$ cat config.mk
export PLATFORM = sky130hd
export DESIGN_NAME = susp_duty_ctrl
export DESIGN_NICKNAME = d
export VERILOG_FILES = /design/src/rtl/susp_pkg.sv /design/src/rtl/susp_tick.sv /design/src/rtl/susp_speedup.sv /design/src/rtl/susp_phase.sv /design/src/rtl/susp_duty_ctrl.sv
export SDC_FILE = /design/constraint.sdc
export NUM_CORES = 1
export LEC_CHECK = 0
export BUFFER_PORTS_ARGS = -buffer_cell sky130_fd_sc_hd__buf_2
export CAP_MARGIN = 25
export CELL_PAD_IN_SITES_DETAIL_PLACEMENT = 1
export CELL_PAD_IN_SITES_GLOBAL_PLACEMENT = 1
export CORE_UTILIZATION = 40
export DETAILED_ROUTE_END_ITERATION = 8
export PLACE_DENSITY = 0.7
export SLEW_MARGIN = 20
export SYNTH_ARGS = -nofsm -noshare
export SYNTH_HDL_FRONTEND = slang
export SYNTH_SLANG_ARGS = --single-unit
$ cat constraint.sdc
create_clock -name clk -period 4.1 [get_ports clk]
set_input_delay 0.205 -clock clk [delete_from_list [all_inputs] [get_ports clk]]
set_output_delay 0.205 -clock clk [all_outputs]
set_load 0.03 [all_outputs]
$ cat src/rtl/susp_pkg.sv
package susp_pkg;
    localparam logic [7:0] ADDR_PMEN    = 8'h80;
    localparam logic [7:0] ADDR_IRQ_SPD = 8'h8C;
    localparam logic [7:0] ADDR_VID_SPD = 8'h8D;
    localparam logic [7:0] ADDR_RUN     = 8'h94;
    localparam logic [7:0] ADDR_SUSP    = 8'h95;
    localparam logic [7:0] ADDR_CFG     = 8'h96;

    localparam int CFG_EN_BIT  = 0;
    localparam int PM_IRQ_BIT  = 3;
    localparam int PM_VID_BIT  = 4;
    localparam int NUM_SPDUP   = 2;

    typedef enum logic {PH_RUN = 1'b0, PH_SUSP = 1'b1} phase_e;

    typedef struct packed {
        logic [7:0] pmen;
        logic [7:0] irq_spd;
        logic [7:0] vid_spd;
        logic [7:0] run_cnt;
        logic [7:0] susp_cnt;
        logic [7:0] cfg;
    } regs_t;
endpackage

$ cat src/rtl/susp_tick.sv
module susp_tick #(
    parameter int DIV = 1000
) (
    input  logic clk,
    input  logic rst_n,
    output logic tick
);
    localparam int W = (DIV > 1) ? $clog2(DIV) : 1;

    logic [W-1:0] cnt_d, cnt_q;

    always_comb begin
        tick  = (cnt_q == W'(DIV - 1));
        cnt_d = tick ? '0 : cnt_q + W'(1);
    end

    always_ff @(posedge clk or negedge rst_n) begin
        if (!rst_n) cnt_q <= '0;
        else        cnt_q <= cnt_d;
    end
endmodule

$ cat src/rtl/susp_speedup.sv
module susp_speedup #(
    parameter int MS_TICKS = 31,
    parameter int CW       = 8
) (
    input  logic          clk,
    input  logic          rst_n,
    input  logic          enable,
    input  logic          event_i,
    input  logic          tick,
    input  logic [CW-1:0] reload,
    output logic          active
);
    localparam int SW = (MS_TICKS > 1) ? $clog2(MS_TICKS) : 1;

    typedef struct packed {
        logic [CW-1:0] ms;
        logic [SW-1:0] sub;
    } win_t;

    win_t s_d, s_q;

    always_comb begin
        s_d = s_q;
        if (!enable) begin
            s_d = '0;
        end else if (event_i && (reload != '0)) begin
            s_d.ms  = reload;
            s_d.sub = SW'(MS_TICKS - 1);
        end else if (tick && (s_q.ms != '0)) begin
            if (s_q.sub == '0) begin
                s_d.ms  = s_q.ms - CW'(1);
                s_d.sub = SW'(MS_TICKS - 1);
            end else begin
                s_d.sub = s_q.sub - SW'(1);
            end
        end
        active = (s_q.ms != '0);
    end

    always_ff @(posedge clk or negedge rst_n) begin
        if (!rst_n) s_q <= '0;
        else        s_q <= s_d;
    end
endmodule

$ cat src/rtl/susp_phase.sv
module susp_phase
    import susp_pkg::*;
#(
    parameter int CW = 8
) (
    input  logic          clk,
    input  logic          rst_n,
    input  logic          enable,
    input  logic          tick,
    input  logic [CW-1:0] run_reg,
    input  logic [CW-1:0] susp_reg,
    output logic          suspend,
    output logic          latch,
    output logic [CW-1:0] cur_run,
    output logic [CW-1:0] cur_susp
);
    typedef struct packed {
        phase_e        phase;
        logic [CW-1:0] remain;
        logic [CW-1:0] run_len;
        logic [CW-1:0] susp_len;
    } seq_t;

    seq_t s_d, s_q;

    always_comb begin
        s_d   = s_q;
        latch = 1'b0;
        if (!enable) begin
            s_d = '0;
        end else if (tick) begin
            if (s_q.remain > CW'(1)) begin
                s_d.remain = s_q.remain - CW'(1);
            end else if ((s_q.phase == PH_RUN) && (s_q.susp_len != '0)) begin
                s_d.phase  = PH_SUSP;
                s_d.remain = s_q.susp_len;
            end else begin
                latch        = 1'b1;
                s_d.run_len  = run_reg;
                s_d.susp_len = susp_reg;
                if (run_reg != '0) begin
                    s_d.phase  = PH_RUN;
                    s_d.remain = run_reg;
                end else if (susp_reg != '0) begin
                    s_d.phase  = PH_SUSP;
                    s_d.remain = susp_reg;
                end else begin
                    s_d.phase  = PH_RUN;
                    s_d.remain = '0;
                end
            end
        end
        suspend  = enable && (s_q.phase == PH_SUSP);
        cur_run  = s_q.run_len;
        cur_susp = s_q.susp_len;
    end

    always_ff @(posedge clk or negedge rst_n) begin
        if (!rst_n) s_q <= '0;
        else        s_q <= s_d;
    end
endmodule

$ cat src/rtl/susp_duty_ctrl.sv
module susp_duty_ctrl
    import susp_pkg::*;
#(
    parameter int TICK_DIV = 1000,
    parameter int MS_TICKS = 31
) (
    input  logic       clk,
    input  logic       rst_n,
    input  logic       reg_wr,
    input  logic [7:0] reg_addr,
    input  logic [7:0] reg_wdata,
    output logic [7:0] reg_rdata,
    input  logic       irq_evt,
    input  logic       vid_evt,
    output logic       susp_n
);
    regs_t regs_d, regs_q;

    logic       tick;
    logic       mod_en;
    logic       suspend;
    logic       latch;
    logic [7:0] cur_run, cur_susp;
    logic       spd_en     [NUM_SPDUP];
    logic       spd_evt    [NUM_SPDUP];
    logic [7:0] spd_reload [NUM_SPDUP];
    logic       spd_act    [NUM_SPDUP];
    logic       spd_any;

    always_comb begin
        regs_d = regs_q;
        if (reg_wr) begin
            case (reg_addr)
                ADDR_PMEN:    regs_d.pmen     = reg_wdata;
                ADDR_IRQ_SPD: regs_d.irq_spd  = reg_wdata;
                ADDR_VID_SPD: regs_d.vid_spd  = reg_wdata;
                ADDR_RUN:     regs_d.run_cnt  = reg_wdata;
                ADDR_SUSP:    regs_d.susp_cnt = reg_wdata;
                ADDR_CFG:     regs_d.cfg      = reg_wdata;
                default:      ;
            endcase
        end
        case (reg_addr)
            ADDR_PMEN:    reg_rdata = regs_q.pmen;
            ADDR_IRQ_SPD: reg_rdata = regs_q.irq_spd;
            ADDR_VID_SPD: reg_rdata = regs_q.vid_spd;
            ADDR_RUN:     reg_rdata = regs_q.run_cnt;
            ADDR_SUSP:    reg_rdata = regs_q.susp_cnt;
            ADDR_CFG:     reg_rdata = regs_q.cfg;
            default:      reg_rdata = 8'h00;
        endcase
    end

    always_ff @(posedge clk or negedge rst_n) begin
        if (!rst_n) regs_q <= '0;
        else        regs_q <= regs_d;
    end

    always_comb begin
        mod_en        = regs_q.cfg[CFG_EN_BIT];
        spd_en[0]     = regs_q.pmen[PM_IRQ_BIT];
        spd_evt[0]    = irq_evt;
        spd_reload[0] = regs_q.irq_spd;
        spd_en[1]     = regs_q.pmen[PM_VID_BIT];
        spd_evt[1]    = vid_evt;
        spd_reload[1] = regs_q.vid_spd;
    end

    susp_tick #(.DIV(TICK_DIV)) u_tick (
        .clk  (clk),
        .rst_n(rst_n),
        .tick (tick)
    );

    susp_phase #(.CW(8)) u_phase (
        .clk     (clk),
        .rst_n   (rst_n),
        .enable  (mod_en),
        .tick    (tick),
        .run_reg (regs_q.run_cnt),
        .susp_reg(regs_q.susp_cnt),
        .suspend (suspend),
        .latch   (latch),
        .cur_run (cur_run),
        .cur_susp(cur_susp)
    );

    for (genvar g = 0; g < NUM_SPDUP; g++) begin : g_spd
        susp_speedup #(.MS_TICKS(MS_TICKS), .CW(8)) u_win (
            .clk    (clk),
            .rst_n  (rst_n),
            .enable (spd_en[g]),
            .event_i(spd_evt[g]),
            .tick   (tick),
            .reload (spd_reload[g]),
            .active (spd_act[g])
        );
    end

    always_comb begin
        spd_any = 1'b0;
        for (int i = 0; i < NUM_SPDUP; i++) spd_any = spd_any | spd_act[i];
        susp_n = !(suspend && !spd_any);
    end
endmodule

==> metrics.yaml <==
status:
  outcome: "finished with violations"
  violations: "hold timing"
detailed_routing:
  routed_wl_um: 13900
  route.antenna.remaining_nets: 0
  vias: 4210
  dr.pass1.iters: 6
  drt-initial-drc-count: 237
  wire_per_inst_um: 19.0
  drc: 0
  vias_per_cell: 5.75
setup_path:
  critPathMaxStageDelay_ns: 0.84
  cp_max_fo: 11
  worstPathBufferInverterCount: 0
  crit_chain: "or4_4 -> nor4_2 -> nand3_2 -> mux2i_1 -> nor2_1"
  setup.worst_path.end_class: "flip-flop"
  worstSetupPathType: "flip-flop to flip-flop"
  worst_path_max_delay_cell: "nor4_2"
  worstPathArrival_ns: 2.88
  required_ns: 4.32
  critical_path.top_delay_family: "simple AND/OR/NAND/NOR gates"
  cp-start-kind: "flip-flop"
timing:
  hold_ws_ns: -0.0235
  worstMarginPinSlew_ns: 1.00
  skew_ns: 0.00624
  fin_crit_sh_pct: 64.7
  setup_violations: 0
  tns_ns: 0
  rsz0062_at_grt: "no"
  min_period_ns: 2.65
  hold_violations: 34
  relSlewSlack_pct: 32.8
  slew_violations: 0
  timing.fmax_mhz: 377
finish:
  final_cell_mix: "dfrtp_1 (101), mux2_2 (49), o21ai_0 (43)"
  final_common_cell: "dfrtp_1"
  layout-area-overhead-vs-synth_pct: 10.9
  nFillCells: 1452
  fin_nets: 581
  final_cells: 732
  num_antenna_cells: 0
  drive_gt1_share_pct: 20.3
floorplan:
  start_util_pct: 41.2
  die_area_um2: 14200
  chipHeight_um: 119
  rows: 42
  die_w_um: 119
  core_area_um2: 13300
  ios: 30
global_route:
  grt_pass1_vias: 4434
  grt_max_degree: 70
  grt-ovfl-total: 0
  antenna_found_initial: 0
  groute.usage.overall_pct: 21.1
  grt_pass1_wl_um: 23300
synth:
  synth_top_family_by_area: "simple AND/OR/NAND/NOR gates"
  synth.net_count: 562
  yosys.area.top_type: "dfrtp_1"
  synth_area_per_cell_um2: 10.3
  synthTopCellsByArea: "dfrtp_1 (46%), mux2_2 (10%), mux2i_1 (4.8%)"
  yosys.area_share.adder_pct: 2.06
  syn_inst: 532
  synth_top_area_share_pct: 46.2
  synth.distinct_cells: 59
  synth_edf_count: 0
  synth_mux_area_share_pct: 14.8
  dominantRegCellSynth: "dfrtp_1"
  ys_seq_area_share_pct: 46.2
  postSynth.asyncResetShare_pct: 100
  synth_compound_gate_area_share_pct: 12.3
  synth_seq_cells: 101
  synth_xor_area_share_pct: 3.52
  synthSimpleGateAreaFrac_pct: 18.3
  syn_area_um2: 5470
  yosysWarnings: 0
flow_run:
  cap_viol_max_count: 0
cts:
  cts.sinks: 101
  cts.root.buffer_cell: "clkbuf_16"
  cts-resized-gates: 0
  cts_made_buffers: 9
  clk_pin_slew_ns: 0.07
  cts_buffer_depth: 2
  holdBufCountCts: 0
  post_cts_buffers: 0
  clk_latency_ns: 0.36
  cts_tree: "done"
  htree_levels: 3
placement:
  place_hpwl_um: 10000
  dp.cells: 716
  portBuffers: 29
  gp_congestion: 0.802
hold_path:
  hold_class: "primary input to async pin"
pwr:
  power_density_nw_per_um2: 348
  power_mw: 2.11
  p_leak_nw: 2.79
  vdd_drop_max_v: 0.000203
==> cells in the mapped netlist, types with 2 or more instances <==
cell type,instances
buf_1,2
nand2_1,34
dfrtp_1,101
a311oi_1,2
inv_1,15
a211oi_1,4
nor2b_1,3
a21oi_1,31
o21ai_1,4
or4_1,2
mux2i_1,26
ha_1,9
and4_1,2
a22oi_1,11
nor3b_1,2
buf_2,7
o31ai_1,2
or4_4,2
nand3_1,14
xor2_1,12
o22ai_1,4
nor3_1,13
mux2_2,49
nand4b_1,2
a21o_1,2
and2_1,4
and4b_1,2
or2_2,2
nor2_1,37
and3_1,6
xnor2_1,10
nor4b_1,9
nand4_1,11
nor4b_2,2
o21ai_0,44
nor4_1,13
clkbuf_1,15
==> logic make-up after synthesis <==
group | count (synthesis)
multiplexers | 75
adder cells (fa/ha/maj) | 9
AO/OA/AOI/OAI | 114
flip-flops | 101
AND/OR/NAND/NOR | 172
XOR/XNOR | 22
buffers and inverters | 39
==> flip-flops by register name, summed over array words and instances (netlist names) <==
register and count:
regs_q 47, g_spd.u_win.s_q 26, u_tick.cnt_q 10, u_phase.s_q 9
u_phase.cur_susp 8, mod_en 1
==> final timing paths <==
| kind | startpoint | to | slack (ns) | depth (start not counted) |
|---|---|---|---|---|
| setup / recovery | u_phase.s_q[19] | u_phase.cur_susp[6] | 1.45 | 5 |
| hold / removal | rst_n | g_spd[0].u_win.s_q[2] | -0.02 | 1 |
| setup reg to reg | u_phase.s_q[19] | u_phase.cur_susp[6] | 1.45 | 5 |
| hold reg to reg | u_tick.cnt_q[0] | u_tick.cnt_q[0] | 0.50 | 1 |
| max in group asynchronous | rst_n | u_phase.cur_susp[4] | 3.17 | 2 |
| min in group clk | irq_evt | g_spd[0].u_win.s_q[8] | 0.14 | 3 |
==> report_power, final <==
group	switching [mW]	internal [mW]	total (mW)
registers	0.0347	1.02	1.06
logic	0.113	0.0640	0.177
clock network	0.389	0.489	0.878
==> area by class of cell <==
type / count / area [um2] / share of cell area, %
Clock inverter: 6 / 61.3 / 1.01
Clock buffer: 10 / 239 / 3.94
Sequential cell: 101 / 2530 / 41.6
Inverter: 15 / 56.3 / 0.928
Tap cell: 176 / 220 / 3.63
Multi-Input combinational cell: 392 / 2790 / 46.0
Timing Repair Buffer: 32 / 170 / 2.80
==> layer usage <==
| metal | share of wire [%] | GRT usage, % | wire [um] |
|---|---|---|---|
| met5 | 0 | 0 | 0 |
| met4 | 1.4 | 7.12 | 188 |
| met3 | 2.0 | 2.78 | 281 |
| met2 | 49 | 35.2 | 6750 |
| met1 | 48 | 28.2 | 6690 |
==> per-stage QoR <==
stage	setup slack [ns]	utilization [%]	cell area (um2)	hold WS [ns]
finish	1.45	45.6	6070	-0.0235
global route	1.29	45.6	6070	0.0453
CTS	1.45	45.6	6070	0.00448
detailed placement	1.53	43.4	5770	0.379
global placement	1.61	43.4	5770	0.383
floorplan	2.16	-	5470	-0.0906
No activity file was read; power rests on OpenSTA's default activity.
